===== config.mk =====
export PLATFORM = sky130hd
export DESIGN_NAME = rxq_frontend
export DESIGN_NICKNAME = d
export VERILOG_FILES = /design/src/rtl/rxq_pkg.sv /design/src/rtl/rxq_store.sv /design/src/rtl/rxq_status.sv /design/src/rtl/rxq_frontend.sv
export SDC_FILE = /design/constraint.sdc
export NUM_CORES = 1
export LEC_CHECK = 0
export BUFFER_PORTS_ARGS = -buffer_cell sky130_fd_sc_hd__buf_2
export CORE_MARGIN = 2
export CORE_UTILIZATION = 55
export DETAILED_ROUTE_END_ITERATION = 8
export MAX_ROUTING_LAYER = met4
export PLACE_DENSITY = 0.73
export SKIP_LAST_GASP = 1
export SYNTH_ARGS = -nofsm -noshare
export SYNTH_HDL_FRONTEND = slang
export SYNTH_SLANG_ARGS = --single-unit

===== constraint.sdc =====
create_clock -name clk -period 4.26 [get_ports clk]
set_input_delay 0.426 -clock clk [delete_from_list [all_inputs] [get_ports clk]]
set_output_delay 0.426 -clock clk [all_outputs]
set_load 0.01 [all_outputs]

===== src/rtl/rxq_pkg.sv =====
package rxq_pkg;
   // status bit positions
   localparam int unsigned ST_FRM = 0;
   localparam int unsigned ST_PAR = 1;
   localparam int unsigned ST_BRK = 2;
   localparam int unsigned ST_OVR = 3;
   localparam int unsigned ST_ACTIVE = 4;

   typedef struct packed {
      logic brk;
      logic par;
      logic frm;
   } rx_flags_t;

   localparam int unsigned FLAG_W = $bits(rx_flags_t);
endpackage


===== src/rtl/rxq_store.sv =====
module rxq_store #(
   parameter int unsigned W     = 11,
   parameter int unsigned DEPTH = 16
) (
   input  logic         clk,
   input  logic         rst_n,
   input  logic         push,
   input  logic [W-1:0] wdat,
   input  logic         pop,
   output logic [W-1:0] rdat,
   output logic         empty,
   output logic         full
);
   localparam int unsigned AW = (DEPTH > 1) ? $clog2(DEPTH) : 1;
   localparam int unsigned CW = $clog2(DEPTH + 1);
   localparam bit POW2 = ((DEPTH & (DEPTH - 1)) == 0);

   logic [W-1:0]  mem [DEPTH];
   logic [AW-1:0] wr_ptr, rd_ptr, wr_nxt, rd_nxt;
   logic [CW-1:0] count;
   logic          do_push, do_pop;

   assign empty   = (count == '0);
   assign full    = (count == CW'(DEPTH));
   assign do_push = push && !full;
   assign do_pop  = pop && !empty;
   assign rdat    = mem[rd_ptr];

   generate
      if (POW2) begin : g_wrap_nat
         assign wr_nxt = wr_ptr + 1'b1;
         assign rd_nxt = rd_ptr + 1'b1;
      end else begin : g_wrap_cmp
         assign wr_nxt = (wr_ptr == AW'(DEPTH - 1)) ? '0 : wr_ptr + 1'b1;
         assign rd_nxt = (rd_ptr == AW'(DEPTH - 1)) ? '0 : rd_ptr + 1'b1;
      end
   endgenerate

   always_ff @(posedge clk) begin
      if (!rst_n) begin
         wr_ptr <= '0;
         rd_ptr <= '0;
         count  <= '0;
         for (int i = 0; i < int'(DEPTH); i++) mem[i] <= '0;
      end else begin
         if (do_push) begin
            mem[wr_ptr] <= wdat;
            wr_ptr      <= wr_nxt;
         end
         if (do_pop) rd_ptr <= rd_nxt;
         case ({do_push, do_pop})
            2'b10:   count <= count + 1'b1;
            2'b01:   count <= count - 1'b1;
            default: count <= count;
         endcase
      end
   end
endmodule


===== src/rtl/rxq_status.sv =====
module rxq_status #(
   parameter int unsigned STAT_W = 32
) (
   input  logic                       clk,
   input  logic                       rst_n,
   input  logic                       load,
   input  rxq_pkg::rx_flags_t         ld_flags,
   input  logic                       ovr_ev,
   input  logic                       clr,
   output logic [STAT_W-1:0]          stat_word
);
   import rxq_pkg::*;

   logic [ST_ACTIVE-1:0] st_q, st_d;

   always_comb begin
      st_d = st_q;
      if (clr) begin
         st_d = '0;
      end else if (load) begin
         st_d[ST_FRM] = ld_flags.frm;
         st_d[ST_PAR] = ld_flags.par;
         st_d[ST_BRK] = ld_flags.brk;
      end
      if (ovr_ev) st_d[ST_OVR] = 1'b1;
   end

   always_ff @(posedge clk) begin
      if (!rst_n) st_q <= '0;
      else        st_q <= st_d;
   end

   generate
      if (STAT_W > ST_ACTIVE) begin : g_pad
         assign stat_word = {{(STAT_W - ST_ACTIVE){1'b0}}, st_q};
      end else begin : g_nopad
         assign stat_word = st_q;
      end
   endgenerate
endmodule


===== src/rtl/rxq_frontend.sv =====
module rxq_frontend #(
   parameter int unsigned DATA_W = 8,
   parameter int unsigned DEPTH  = 16,
   parameter int unsigned STAT_W = 32
) (
   input  logic                clk,
   input  logic                rst_n,
   input  logic                rx_valid,
   input  logic [DATA_W-1:0]   rx_data,
   input  logic                rx_frm_err,
   input  logic                rx_par_err,
   input  logic                rx_brk,
   input  logic                dr_rd,
   input  logic                ecr_wr,
   output logic [DATA_W+3:0]   dr_word,
   output logic [STAT_W-1:0]   stat_word,
   output logic                fifo_empty,
   output logic                fifo_full
);
   import rxq_pkg::*;

   localparam int unsigned ENT_W = DATA_W + FLAG_W;

   generate
      if (DEPTH < 2) begin : g_bad_depth
         $error("rxq_frontend: DEPTH must be at least 2");
      end
      if (DATA_W < 5 || DATA_W > 9) begin : g_bad_width
         $error("rxq_frontend: DATA_W must be 5..9");
      end
      if (STAT_W < ST_ACTIVE) begin : g_bad_stat
         $error("rxq_frontend: STAT_W too small");
      end
   endgenerate

   rx_flags_t         in_flags, head_flags;
   logic [ENT_W-1:0]  in_ent, head_ent;
   logic              pop_ok, ovr_ev;

   assign in_flags = '{brk: rx_brk, par: rx_par_err, frm: rx_frm_err};
   assign in_ent   = {in_flags, rx_data};
   assign pop_ok   = dr_rd && !fifo_empty;
   assign ovr_ev   = rx_valid && fifo_full;
   assign head_flags = rx_flags_t'(head_ent[ENT_W-1:DATA_W]);

   rxq_store #(.W(ENT_W), .DEPTH(DEPTH)) u_store (
      .clk   (clk),
      .rst_n (rst_n),
      .push  (rx_valid),
      .wdat  (in_ent),
      .pop   (dr_rd),
      .rdat  (head_ent),
      .empty (fifo_empty),
      .full  (fifo_full)
   );

   rxq_status #(.STAT_W(STAT_W)) u_status (
      .clk       (clk),
      .rst_n     (rst_n),
      .load      (pop_ok),
      .ld_flags  (head_flags),
      .ovr_ev    (ovr_ev),
      .clr       (ecr_wr),
      .stat_word (stat_word)
   );

   always_ff @(posedge clk) begin
      if (!rst_n)      dr_word <= '0;
      else if (pop_ok) dr_word <= {stat_word[ST_OVR], head_ent};
   end
endmodule


; Word level (Yosys, flattened, before mapping)
; Memory sizes are Yosys's and may differ from the RTL's. A register that Yosys moved wholly into a read port is not among the register bits.
; Index checks and enable logic that the tools add are counted.
[classes]
addsub = 4
n_mul = 0
n_div = 0
n_lt_le_gt_ge = 0
eq_ne = 3
shift = 0
n_mux = 12
n_bitwise = 1
n_reduce_logical = 10
[ops]
columns = op, count
row1 = two-way mux 4 bit, 3
row2 = two-way mux 11 bit, 1
row3 = OR reduction 11 bit, 1
row4 = one-hot mux 5 bit (2 select lines), 1
row5 = "adder 4 x 1 -> 4 bit, second input constant", 2
row6 = two-way mux 1 bit, 7
row7 = "adder 5 x 1 -> 5 bit, second input constant", 1
row8 = "equality test 5 bit, second input constant", 1
row9 = logical NOT 5 bit, 1
row10 = "subtractor 5 x 1 -> 5 bit, second input constant", 1
row11 = nonzero test 2 bit, 2
row12 = logical AND 1 bit, 3
row13 = "equality test 2 x 1 -> 1 bit, second input constant", 1
row14 = "equality test 2 bit, second input constant", 1
row15 = logical NOT 1 bit, 2
row16 = OR reduction 2 bit, 1
row17 = NOT 1 bit, 1
[word_totals]
ff_bits = 29
latchBits = 0
ram_bits = 176
romBits = 0
in_bits = 16
word_cells = 37
n_memories = 1
[memory_table]
columns = memory, depth, word_bits, read_ports, rd_ports_with_merged_regs, wr, line_no
row1 = u_store.mem, 16, 11, 1, 1, 16, rxq_store.sv:18  ; logic [W-1:0] mem [DEPTH];

; Longest topological paths before layout
[depth]
word_depth = 8
depth_mapped = 14
mapped_depth_nobuf = 10

; Cells and area by module
; Synthesis repeated with hierarchy kept, for this count alone.
[hier_totals]
cells_unflattened = 734
area_unflattened_um2 = 9464.1
[modules_own_cells]
columns = mod, instances, cells_each, area_each_um2
row1 = rxq_store, 1, 638, 8592.0
row2 = rxq_frontend, 1, 54, 516.7
row3 = rxq_status, 1, 42, 355.3

; Worst setup path after synthesis
; No wires, ideal clock.
[synth_path]
kind = flip-flop to flip-flop
start = reg u_store.count[1]
end = reg u_store.count[2]
arrival_time_ns = 2.809
path_slack_ns = 1.316
path_stages_with_launch = 14
path_buffers = 4
synth_period_minus_slack_ns = 2.944
path_cell_list = dfxtp_1 buf_2 or4_1 buf_2 o21ai_4 inv_2 buf_2 ha_1 clkbuf_1 xor2_1 ha_1 o21a_1 o311ai_0 o41ai_1
[synth_via]
elab_chain_cells = 5
word_cells_on_any_way = 12
[synth_rtl]
columns = item, line_no
row1 = "start, declared", rxq_store.sv:20  ; logic [CW-1:0] count;
row2 = "start signal, assigned", rxq_store.sv:52  ; 2'b10: count <= count + 1'b1;
row3 = "start signal, assigned", rxq_store.sv:53  ; 2'b01: count <= count - 1'b1;
row4 = "start signal, assigned", rxq_store.sv:54  ; default: count <= count;
row5 = equality test 5 bit / logical NOT 5 bit (equally long branches), "rxq_store.sv:24, rxq_store.sv:23"
row6 = "logical NOT 1 bit, on equally long branches", "rxq_store.sv:25, rxq_store.sv:26"
row7 = "logical AND 1 bit, on equally long branches", "rxq_store.sv:25, rxq_store.sv:26"
row8 = equality test 2 x 1 -> 1 bit / equality test 2 bit (equally long branches), rxq_store.sv:51  ; case ({do_push, do_pop})
row9 = one-hot mux 5 bit (2 select lines) / nonzero test 2 bit (equally long branches), -
; Several ways; a longest one is shown, not always the timed one.
; A chain may end at the register's enable or synchronous reset.

; Worst setup path after layout
[layout_path]
start = reg u_store.count[1]
end = reg u_store.count[4]
; The elaborated chain is that of the path after synthesis.

==> out/metrics.cfg <==
[sta]
rsz0062_at_grt=false
fin_tns_setup_ns=0
timing.final.setup_violations=0
post-route-period-util_pct=83.6
slew_headroom_pct=33.1
tightestPinTransition_ns=1.00
hold_viol_final=0
drv_slew=0
holdWs_ns=0.220
min_period_ns=3.56
skew_ns=0.00866
max_freq_ghz=0.281

[pwr]
pwr-share-seq_pct=48.0
leakagePower_nw=4.00
p_sw_share_pct=26.3
power.share.clock_pct=38.0
p_int_mw=3.81
p_comb_share_pct=14.0
peakVddDrop_mv=0.401
power_density_mw_per_mm2=480
power.total_mw=5.17
p_sw_mw=1.36

[floorplan]
start_util_pct=56.3
row_count=48
die-height_um=137
ios=62
die_w_um=137
coreArea_mm2=0.0174
die-area_mm2=0.0188

[critical_path]
startpoint_type=flip-flop
crit_required_ns=4.70
cp_data_arrival_time_ns=4.00
critPathKind=flip-flop to flip-flop
critPathMaxFanout=17
endpoint_kind=flip-flop

[place]
numPortBuffers=33
place.gp.congestion=0.826
dp_hpwl_um=13800
dpl.cell_count=911

[clock_network]
cts_tree=built
clk_pin_slew_ns=0.06
numCtsBuffers=23
cts_resized=0
hold_buffers=0
root_buffer=clkbuf_16
clkSinkCount=209
clockBufferDepth=3
cts_setup_buffers=0
cts-htree-levels=1
clock_latency_ns=0.53

[final_layout]
fillers=1301
fin_cells=953
area_delta_synth_final_pct=10.2
final_nets=735
diodes=0
drive_gt1_share_pct=19.5
fin_util_pct=62.0

[logic_synthesis]
syn_area_per_cell_um2=14.2
ys_ff_latch=209
synth_cells=688
synth_area_leaders=edfxtp_1 54%, and2_1 12%, mux4_2 11%
synth.distinct_cells=44
ys.flop_type=edfxtp_1
yosysSeqAreaShare_pct=60.9
synthArstFlopShare_pct=0
synth_warnings=0
synth_edf_count=176
synth.cell_area_mm2=0.00977
synth_top_area_share_pct=54.1
synth_largest_area_cell=edfxtp_1

[routing]
drc=0
ant_nets=0
viasPerCell=5.77
drtIter0Drc=534
drt_first_pass_iters=7
vias=5503
wl_per_cell_um=22.4
wirelength_um=21400

[hold_path]
min_path_type=primary input to flip-flop

[global_route]
antenna_found_initial=0
grt_pass1_vias=5510
grt_start_max_net_pins=37
grt_pass1_wl_um=32400
grt_overflow=0
grt_use_total_pct=24.4

[run]
maxCapViolCount=0

[run_status]
status=finished, final reports clean

## through the flow
stage	setup WS, ns	area [um^2]
after global placement	0.950	10000
after floorplan	1.32	9870
after CTS	0.713	10800
after global routing	0.556	10800
after detailed placement	0.722	10000
final	0.700	10800
## cells by family after synthesis
kind of cell             share of synthesized area [%]
AND/OR/NAND/NOR                                   16.9
flip-flops                                        60.9
buffers and inverters                             5.06
multiplexers                                      12.8
AO/OA/AOI/OAI                                     2.73
adder cells (fa/ha/maj)                           1.02
XOR/XNOR                                         0.628
other                                           0.0384
## power groups by stage
stage	Combinational (mW)	Sequential (mW)	Clock, mW
after floorplan	0.540	2.49	0
after global placement	0.694	2.51	0
after detailed placement	0.719	2.52	0
after CTS	0.727	2.48	1.99
after global routing	0.792	2.49	2.07
final	0.725	2.48	1.96
## routing by layer
metal / track usage (%) / part of all wire, % / vias up
met2: 38.6 / 49 / 185
met3: 3.20 / 6.1 / 42
met5: - / 0 / -
met1: 33.3 / 42 / 2791
met4: 7.90 / 3.1 / 0
li1: - / - / 2485
## worst max-delay path, cell delays in order (launching register included)
cell,delay [ns]
dfxtp_1,0.39
or4_1,0.71
o21ai_4,0.48
inv_2,0.22
ha_1,0.35
ha_1,0.42
and4b_1,0.22
o21a_1,0.17
a211oi_1,0.29
mux2i_1,0.23
## layout by cell type (no fill, tap or decap), types with 6 or more instances in the layout
cell type / synthesis / routed
and2_1: 183 / 183
edfxtp_1: 176 / 176
mux4_2: 47 / 47
buf_2: 26 / 33
dfxtp_1: 33 / 31
conb_1: 1 / 28
clkbuf_16: 0 / 25
buf_4: 28 / 22
nand2b_1: 19 / 19
mux2i_1: 19 / 19
nor3_1: 14 / 14
nand3_1: 14 / 14
nand2_1: 13 / 13
nor2_1: 11 / 11
o221ai_1: 8 / 8
ha_1: 8 / 8
o21ai_0: 7 / 7
nor2b_1: 6 / 6
## final cells by class
| type | count | area, um^2 | area share [%] |
|---|---|---|---|
| Multi-Input combinational cell | 417 | 3430 | 31.9 |
| Clock inverter | 12 | 103 | 0.953 |
| Clock buffer | 30 | 654 | 6.08 |
| Inverter | 5 | 18.8 | 0.174 |
| Sequential cell | 209 | 5950 | 55.3 |
| Tap cell | 225 | 282 | 2.62 |
| Timing Repair Buffer | 55 | 330 | 3.07 |
## cells in the mapped netlist (all sizes together) (2+ instances only)
library cell	instances
a211oi	2
nor2	11
nor4	5
nor3	14
inv	5
mux2i	19
xor2	2
edfxtp	176
ha	8
xnor2	5
a21oi	2
nand2	13
o21a	4
nand2b	19
nor2b	6
nand3	14
buf	61
and2	183
dfxtp	33
mux4	47
o211ai	3
o221ai	8
a21boi	2
clkbuf	23
nand3b	2
o21ai	9
## flip-flops by register name, indices dropped and copies added, names as in the netlist, named ones only
name	flops
u_status.st_q	4
u_store.rd_ptr	4
dr_word	12
u_store.mem	176
u_store.wr_ptr	4
u_store.count	5
## final timing paths
kind / slack, ns / startpoint / cells after the start / to
worst max-delay path: 0.70 / u_store.count[1] / 9 / u_store.count[4]
worst min-delay path: 0.22 / ecr_wr / 4 / u_status.st_q[1]
worst max register to register: 0.70 / u_store.count[1] / 9 / u_store.count[4]
worst min register to register: 0.49 / dr_word[11] / 2 / dr_word[11]
Note: power is estimated with default switching activity, not from simulation.
